<file path="src/rtl/pio_pkg.sv">
// Package: shared widths, register-select codes and the pending-write record.
// Assumes an 8-bit control register layout: [7:6] flags, [5:0] configuration.
package pio_pkg;
    localparam int unsigned PIO_W     = 8;
    localparam int unsigned CFG_W     = 6;
    localparam int unsigned FLAG_W    = 2;
    localparam int unsigned ROUTE_BIT = 2;

    typedef enum logic [1:0] {
        SEL_A_PORT = 2'b00,
        SEL_A_CTRL = 2'b01,
        SEL_B_PORT = 2'b10,
        SEL_B_CTRL = 2'b11
    } pio_sel_e;

    typedef struct packed {
        logic             valid;
        logic [1:0]       sel;
        logic [PIO_W-1:0] data;
    } pio_wr_t;
endpackage

</file>
<file path="src/rtl/pio_wr_latch.sv">
// Write holding stage: captures a selected write on the bus-clock edge so
// that the register update happens one edge later.
// Assumes cs/wr/sel/wdata are stable around the capturing edge.
module pio_wr_latch
    import pio_pkg::*;
(
    input  logic             clk,
    input  logic             rst_n,
    input  logic             cs,
    input  logic             wr,
    input  logic [1:0]       sel,
    input  logic [PIO_W-1:0] wdata,
    output pio_wr_t          pend
);
    // Capture one pending write per access cycle.
    always_ff @(posedge clk) begin
        if (!rst_n) begin
            pend <= '0;
        end else begin
            pend.valid <= cs && wr;
            if (cs && wr) begin
                pend.sel  <= sel;
                pend.data <= wdata;
            end
        end
    end

    a_r7_capture: assert property (@(posedge clk) disable iff (!rst_n)
        (cs && wr) |=> pend.valid);
    a_r11_no_cs_no_write: assert property (@(posedge clk) disable iff (!rst_n)
        (!cs) |=> !pend.valid);
endmodule

</file>
<file path="src/rtl/pio_side.sv">
// One port side: configuration, flags, direction and output registers,
// plus the port readback view. PIN_READBACK=1 returns raw pins on every
// line, 0 returns the output register on output lines.
// Assumes commit_* come from the write holding stage and rd_port is a
// qualified data-register read of this side.
module pio_side
    import pio_pkg::*;
#(
    parameter int unsigned W            = PIO_W,
    parameter bit          PIN_READBACK = 1'b1
) (
    input  logic              clk,
    input  logic              rst_n,
    input  logic              commit,
    input  logic              commit_ctrl,
    input  logic [W-1:0]      commit_data,
    input  logic              rd_port,
    input  logic [FLAG_W-1:0] flag_set,
    input  logic [W-1:0]      pin_in,
    output logic [7:0]        cr,
    output logic [W-1:0]      ddr,
    output logic [W-1:0]      outr,
    output logic [W-1:0]      port_view
);
    logic [CFG_W-1:0]  cfg_q;
    logic [FLAG_W-1:0] flag_q;
    logic              route_out;

    assign route_out = cfg_q[ROUTE_BIT];
    assign cr        = {flag_q, cfg_q};

    // Configuration bits take committed control writes.
    always_ff @(posedge clk) begin
        if (!rst_n)
            cfg_q <= '0;
        else if (commit && commit_ctrl)
            cfg_q <= commit_data[CFG_W-1:0];
    end

    // Port-address writes go to direction or output register per the route bit.
    always_ff @(posedge clk) begin
        if (!rst_n) begin
            ddr  <= '0;
            outr <= '0;
        end else if (commit && !commit_ctrl) begin
            if (route_out)
                outr <= commit_data;
            else
                ddr <= commit_data;
        end
    end

    // Flags: set pulses win over the data-read clear; writes never touch them.
    always_ff @(posedge clk) begin
        if (!rst_n)
            flag_q <= '0;
        else
            flag_q <= flag_set | (rd_port ? '0 : flag_q);
    end

    // Readback view chosen by side variant.
    generate
        if (PIN_READBACK) begin : g_pin_view
            assign port_view = pin_in;
        end else begin : g_mix_view
            assign port_view = (ddr & outr) | (~ddr & pin_in);
        end
    endgenerate

    a_r1_reset_clear: assert property (@(posedge clk)
        (!rst_n) |=> (cr == 8'h00 && ddr == '0 && outr == '0));
    a_r8_flag_hold: assert property (@(posedge clk) disable iff (!rst_n)
        (!rd_port && flag_set == '0) |=> $stable(flag_q));
    a_r8_flag_clear: assert property (@(posedge clk) disable iff (!rst_n)
        (rd_port && flag_set == '0) |=> (flag_q == '0));
    a_r3_route_ddr: assert property (@(posedge clk) disable iff (!rst_n)
        (commit && !commit_ctrl && !route_out) |=> $stable(outr));
endmodule

</file>
<file path="src/rtl/pio_regfile.sv">
// Top: dual-port parallel I/O register file. Decodes register select,
// routes committed writes to the two sides, muxes read data and produces
// the port-A read strobe and port-B write strobe for control-line logic.
// Assumes a single synchronous bus clock and at most one access per cycle.
module pio_regfile
    import pio_pkg::*;
(
    input  logic              clk,
    input  logic              rst_n,
    input  logic              cs,
    input  logic              rd,
    input  logic              wr,
    input  logic [1:0]        sel,
    input  logic [PIO_W-1:0]  wdata,
    output logic [PIO_W-1:0]  rdata,
    input  logic [PIO_W-1:0]  pa_in,
    output logic [PIO_W-1:0]  pa_out,
    output logic [PIO_W-1:0]  pa_oe,
    input  logic [PIO_W-1:0]  pb_in,
    output logic [PIO_W-1:0]  pb_out,
    output logic [PIO_W-1:0]  pb_oe,
    input  logic [FLAG_W-1:0] a_flag_set,
    input  logic [FLAG_W-1:0] b_flag_set,
    output logic [CFG_W-1:0]  a_cfg,
    output logic [CFG_W-1:0]  b_cfg,
    output logic              a_rd_stb,
    output logic              b_wr_stb
);
    localparam int unsigned NSIDE = 2;

    pio_wr_t          pend;
    logic [7:0]       cr_q   [NSIDE];
    logic [PIO_W-1:0] ddr_q  [NSIDE];
    logic [PIO_W-1:0] out_q  [NSIDE];
    logic [PIO_W-1:0] view_q [NSIDE];
    logic [NSIDE-1:0] rd_port;
    logic             rd_acc;

    assign rd_acc = cs && rd;

    pio_wr_latch u_wr_latch (
        .clk   (clk),
        .rst_n (rst_n),
        .cs    (cs),
        .wr    (wr),
        .sel   (sel),
        .wdata (wdata),
        .pend  (pend)
    );

    generate
        for (genvar s = 0; s < NSIDE; s++) begin : g_side
            // Data-register read of this side (route bit set).
            assign rd_port[s] = rd_acc && (sel[1] == 1'(s)) && !sel[0]
                                && cr_q[s][ROUTE_BIT];

            pio_side #(
                .W            (PIO_W),
                .PIN_READBACK (s == 0)
            ) u_side (
                .clk         (clk),
                .rst_n       (rst_n),
                .commit      (pend.valid && (pend.sel[1] == 1'(s))),
                .commit_ctrl (pend.sel[0]),
                .commit_data (pend.data),
                .rd_port     (rd_port[s]),
                .flag_set    ((s == 0) ? a_flag_set : b_flag_set),
                .pin_in      ((s == 0) ? pa_in : pb_in),
                .cr          (cr_q[s]),
                .ddr         (ddr_q[s]),
                .outr        (out_q[s]),
                .port_view   (view_q[s])
            );
        end
    endgenerate

    assign pa_out = out_q[0];
    assign pa_oe  = ddr_q[0];
    assign pb_out = out_q[1];
    assign pb_oe  = ddr_q[1];
    assign a_cfg  = cr_q[0][CFG_W-1:0];
    assign b_cfg  = cr_q[1][CFG_W-1:0];

    // Read-data mux; quiet when no read access.
    always_comb begin
        rdata = '0;
        if (rd_acc) begin
            case (pio_sel_e'(sel))
                SEL_A_PORT: rdata = cr_q[0][ROUTE_BIT] ? view_q[0] : ddr_q[0];
                SEL_A_CTRL: rdata = cr_q[0];
                SEL_B_PORT: rdata = cr_q[1][ROUTE_BIT] ? view_q[1] : ddr_q[1];
                default:    rdata = cr_q[1];
            endcase
        end
    end

    // Strobes toward control-line logic, one cycle per qualifying access.
    always_ff @(posedge clk) begin
        if (!rst_n) begin
            a_rd_stb <= 1'b0;
            b_wr_stb <= 1'b0;
        end else begin
            a_rd_stb <= rd_port[0];
            b_wr_stb <= pend.valid && (pend.sel == SEL_B_PORT) && cr_q[1][ROUTE_BIT];
        end
    end

    a_r9_rd_stb_on: assert property (@(posedge clk) disable iff (!rst_n)
        (cs && rd && sel == 2'b00 && a_cfg[ROUTE_BIT]) |=> a_rd_stb);
    a_r9_rd_stb_off: assert property (@(posedge clk) disable iff (!rst_n)
        !(cs && rd && sel == 2'b00 && a_cfg[ROUTE_BIT]) |=> !a_rd_stb);
    a_r10_wr_stb_src: assert property (@(posedge clk) disable iff (!rst_n)
        (pend.valid && pend.sel == 2'b10 && b_cfg[ROUTE_BIT]) |=> b_wr_stb);
    a_r11_quiet_bus: assert property (@(posedge clk) disable iff (!rst_n)
        !(cs && rd) |-> (rdata == '0));
endmodule

</file>
<file path="config.mk">
export PLATFORM = sky130hd
export DESIGN_NAME = pio_regfile
export DESIGN_NICKNAME = d
export VERILOG_FILES = /design/src/rtl/pio_pkg.sv /design/src/rtl/pio_wr_latch.sv /design/src/rtl/pio_side.sv /design/src/rtl/pio_regfile.sv
export SDC_FILE = /design/constraint.sdc
export NUM_CORES = 1
export LEC_CHECK = 0
export ABC_AREA = 1
export BUFFER_PORTS_ARGS = -buffer_cell sky130_fd_sc_hd__buf_2
export CAP_MARGIN = 20
export CORE_MARGIN = 2
export CORE_UTILIZATION = 46
export DETAILED_ROUTE_END_ITERATION = 7
export PLACE_DENSITY_LB_ADDON = 0.12
export SLEW_MARGIN = 10
export SYNTH_ARGS = -nofsm -noshare
export SYNTH_HDL_FRONTEND = slang
export SYNTH_SLANG_ARGS = --single-unit
</file>
<file path="constraint.sdc">
create_clock -name clk -period 1.3 [get_ports clk]
set_clock_uncertainty 0.2 [all_clocks]
set_input_delay 0.13 -clock clk [delete_from_list [all_inputs] [get_ports clk]]
set_output_delay 0.13 -clock clk [all_outputs]
set_load 0.03 [all_outputs]
</file>
After elaboration in Yosys (flattened, before gate mapping)
Cells that the tools add are included.
Word-level totals
  word-level logic and storage cells: 55
  output and inout bits: 54
  register bits: 61
Cells by class
  eq/ne operators: 3
  bitwise operators: 10
  muxes and demuxes: 6
  reductions and logical operators: 23
Operator list (count)
  8-bit two-way mux: 3
  8-bit one-hot mux with 3 select lines: 1
  8-bit AND: 2
  1-bit logical AND: 16
  8-bit NOT: 1
  8-bit bitwise OR: 1
  2-bit AND reduction: 4
  2-bit == test (second input constant): 2
  2-bit two-way mux: 2
  1-bit NOT: 4
  2-bit bitwise OR: 2
  2-bit by 1-bit == test with 1-bit output (second input constant): 1
  1-bit logical NOT: 2
  2-bit logical NOT: 1

Longest topological paths before layout
  depth after elaboration: 6
  gate-level depth with buffers: 8
  depth with buffers taken out: 6

Hierarchy
Synthesis repeated with hierarchy kept, for this count alone.
Unflattened totals
  cells, all modules: 514
  area total of the unflattened synthesis: 3108.0 sq um
Modules (own cells, without submodules)
  pio_side (g_side[1].u_side): cells an instance 153, instances 1, area an instance 1002.2 sq um
  pio_side (g_side[0].u_side): cells an instance 145, instances 1, area an instance 992.2 sq um
  pio_regfile: cells an instance 149, instances 1, area an instance 668.1 sq um
  pio_wr_latch: cells an instance 67, instances 1, area an instance 445.4 sq um

Worst setup path after synthesis
No wires, ideal clock.
  path type: reg2out
  start: register g_side[1].u_side.cfg_q[2]
  end: output rdata[4]
  data arrival time: 1313 ps
  required time: 970 ps
  path slack: -343 ps
  stages on the path, launching flop included: 9
  cell sequence: dfxtp_1 buf_2 buf_2 nand2_1 nand2_1 nand2_1 nor2_1 nor2_1 nor2_1
Between the ends
  cells in the longest elaborated chain, start to end: 3
Ends and longest elaborated chain
  from (decl): line pio_side.sv:25  | logic [CFG_W-1:0] cfg_q;
  from (signal assigned): line pio_side.sv:37  | cfg_q <= commit_data[CFG_W-1:0];
  8-bit two-way mux: line pio_regfile.sv:91  | SEL_B_PORT: rdata = cr_q[1][ROUTE_BIT] ? view_q[1] : ddr_q[1];
  8-bit one-hot mux with 3 select lines: line pio_regfile.sv:88  | case (pio_sel_e'(sel))
  8-bit two-way mux: line pio_regfile.sv:87  | if (rd_acc) begin
  to (decl): line pio_regfile.sv:15  | output logic [PIO_W-1:0] rdata,
Every way passes these cells.

Worst setup path after layout
  start: register g_side[1].u_side.cfg_q[2]
  end: output rdata[0]
The elaborated chain is that of the path after synthesis.

==> impl_metrics.csv <==
group,metric,value,unit
worst_setup_path,slowest_stage,"dfxtp_4",
cells_and_area,syn_to_final_growth,61.5,%
floorplan,initial_core_util,0.471,
cells_and_area,ff_latch_area,1260,um2
route,ant_nets,0,
route,top_layer_used,"met4",
worst_setup_path,worstPathRequired,970,ps
grt,grt_max_degree,20,
floorplan,row_count,29,
grt,overflow,0,
timing,rsz0062_at_grt,"true",
pwr,peakVddDrop,0.705,mV
clock_network,htreeDepth,3,
synth,yosys-top-cells-area,"dfxtp_1, nand2_1, nor2_1",
timing,drv_slew,0,
timing,layout_setup_ws,-538,ps
floorplan,core_region_area,6280,um2
place,post-dp-hpwl,6.15,mm
clock_network,cts_buffer_depth,2,
grt,grt_pass1_vias,3064,
worst_setup_path,path_cells,"buf_6, nand2_2, nand2_1, nand2_1, nor2_2, nor2_2, nor2_4, buf_6",
route,drt_iter0_drc,227,
grt,grt_usage,0.254,
grt,antenna_found_initial,0,
clock_network,path_clk_slew,70,ps
floorplan,io_pins,89,
clock_network,clkLatencyLatePin,340,ps
timing,finalHoldViolations,0,
cells_and_area,layout_commonest_cell,"nand2_1",
synth,synthesis.nets,487,
synth,ys_types,16,
synth,ys_ff_latch,61,
worst_setup_path,path_max_fanout,6,
pwr,p_total,4.39,mW
synth,synth.cell_area,2950,um2
cells_and_area,drive_above_1_share,0.460,
cells_and_area,multi_input_area,1650,um2
outcome,violations,"setup timing",
timing,setup_viol,30,
grt,grt_pass1_wl,14.4,mm
clock_network,numCtsBuffers,9,
route,routed_via_density,4.95,
worst_setup_path,crit_arrival,1510,ps
timing,setup-tns-final,-6350,ps
worst_setup_path,crit_family,"simple AND/OR/NAND/NOR gates",
cells_and_area,num_antenna_cells,0,
synth,netlist.top_cell.by_area,"dfxtp_1",
synth,yosysSeqAreaShare,0.413,
worst_setup_path,worstSetupEndpointType,"output pin",
timing,min_period,1840,ps
floorplan,die_x,84.1,um
clock_network,cts_tree,"yes",
outcome,outcome,"finished, violations left",
floorplan,fp.dieH,84.1,um
pwr,p_leak,2.13,nW
clock_network,clock_sinks,61,
route,met2_length,4.61,mm
synth,yosys_warnings,0,
route,wl_met1,4.12,mm
route,wirelength,9.43,mm
clock_network,cts_root_buffer,"clkbuf_8",
place,io_buffers,88,
pwr,powerDensity,920,nW/um2
route,drtPass1Iterations,4,
place,place.gp.congestion,0.864,
cells_and_area,num-fill-cells,483,
route,met3_length,524,um
synth,synthCells,452,
synth,netlist.area_leader.share,0.413,
timing,max_slew_margin,0.740,
floorplan,dieArea,7080,um2
worst_setup_path,crit_type,"reg2out",
cells_and_area,layout_common_cells,"nand2_1, buf_2, buf_4, inv_1, nor2_1",
timing,fmax,544,MHz
flow_run,cap_violations,0,
route,avgRoutedWirePerCell,13.8,um
worst_setup_path,cpPeakStageDelay,410,ps
route,via_count,3369,
min_path,hold_path.class,"in2reg",
worst_setup_path,startpoint_type,"flip-flop",
cells_and_area,fin_nets,634,
route,drc_errors,0,
worst_setup_path,crit_buf_inv,2,
timing,tightestPinTransition,389,ps
synth,syn_area_per_cell,6.54,um2
timing,post-route-period-util,1.41,
## final timing paths
path / end / cells past startpoint / slack (ps) / start
worst max register to register: g_side[1].u_side.outr[5]$_SDFFE_PN0P_ / 5 / -250 / u_wr_latch.pend[8]$_SDFFE_PN0P_
worst max-delay path: rdata[0] / 8 / -540 / g_side[1].u_side.cfg_q[2]$_SDFFE_PN0P_
worst min-delay path: a_rd_stb$_SDFF_PN0_ / 5 / 90 / sel[0]
worst min register to register: g_side[1].u_side.flag_q[0]$_SDFF_PN0_ / 2 / 270 / g_side[1].u_side.flag_q[0]$_SDFF_PN0_
## metal layers
layer | GRT usage | vias up
li1 | - | 1711
met1 | 0.348 | 1522
met2 | 0.403 | 119
met3 | 0.0344 | 17
met4 | 0.104 | 0
met5 | 0 | -
## layout make-up
cell class,instances,share of cell area
well taps,77,0.0202
clock inverters,7,0.0189
inverters,55,0.0454
clock buffers,9,0.0260
flip-flops and latches,61,0.265
repair buffers,169,0.279
multi-input cells,303,0.346
## registers in the layout, indices dropped and copies added, names as in the netlist
signal / cells
g_side.u_side.ddr: 16
g_side.u_side.outr: 16
b_wr_stb: 1
u_wr_latch.pend: 11
g_side.u_side.flag_q: 4
g_side.u_side.cfg_q: 12
a_rd_stb: 1
## worst min-delay path, delay by kind of cell
kind | cells | cell delay, ps
buffers and inverters | 2 | 290
AND/OR/NAND/NOR | 3 | 170
## repair_timing
action	in CTS	in global routing
hold buffers	15	0
cloned	0	2
hold endpoints to repair	20	0
setup buffers	5	5
resized for setup	57	112
pin swaps	12	30
endpoints found under the setup margin	51	78
## stage by stage
stage	cells	cell area, um2	hold slack (ps)	utilization	worst slack [ps]
after floorplan	452	3060	47.4	-	-44.2
after global placement	640	3840	147	0.612	-251
after detailed placement	640	3840	148	0.612	-294
after CTS	675	4380	95.9	0.698	-480
after global routing	681	4770	107	0.760	-578
final	681	4770	85.1	0.760	-538
## power by group
group	internal, mW	leakage (nW)	switching (mW)
registers	1.91	0.509	0.0464
clock network	1.07	0.105	0.787
logic	0.252	1.51	0.322
## cells by family after synthesis
kind of cell	after synthesis	share of synthesized area
flops	61	0.413
simple gates	230	0.332
buf+inv	88	0.131
compound gates	73	0.124
## cells in the mapped netlist
cell type,instances
o21ai_0,31
nand2_1,108
nand2_2,3
dfxtp_1,61
nand4_1,16
buf_4,13
a21oi_1,42
nor2_4,4
clkbuf_1,12
buf_2,6
nor2_2,2
nor2_1,69
nand3_1,28
buf_1,2
inv_2,3
inv_1,52
Power figures use the tool's default switching activity.
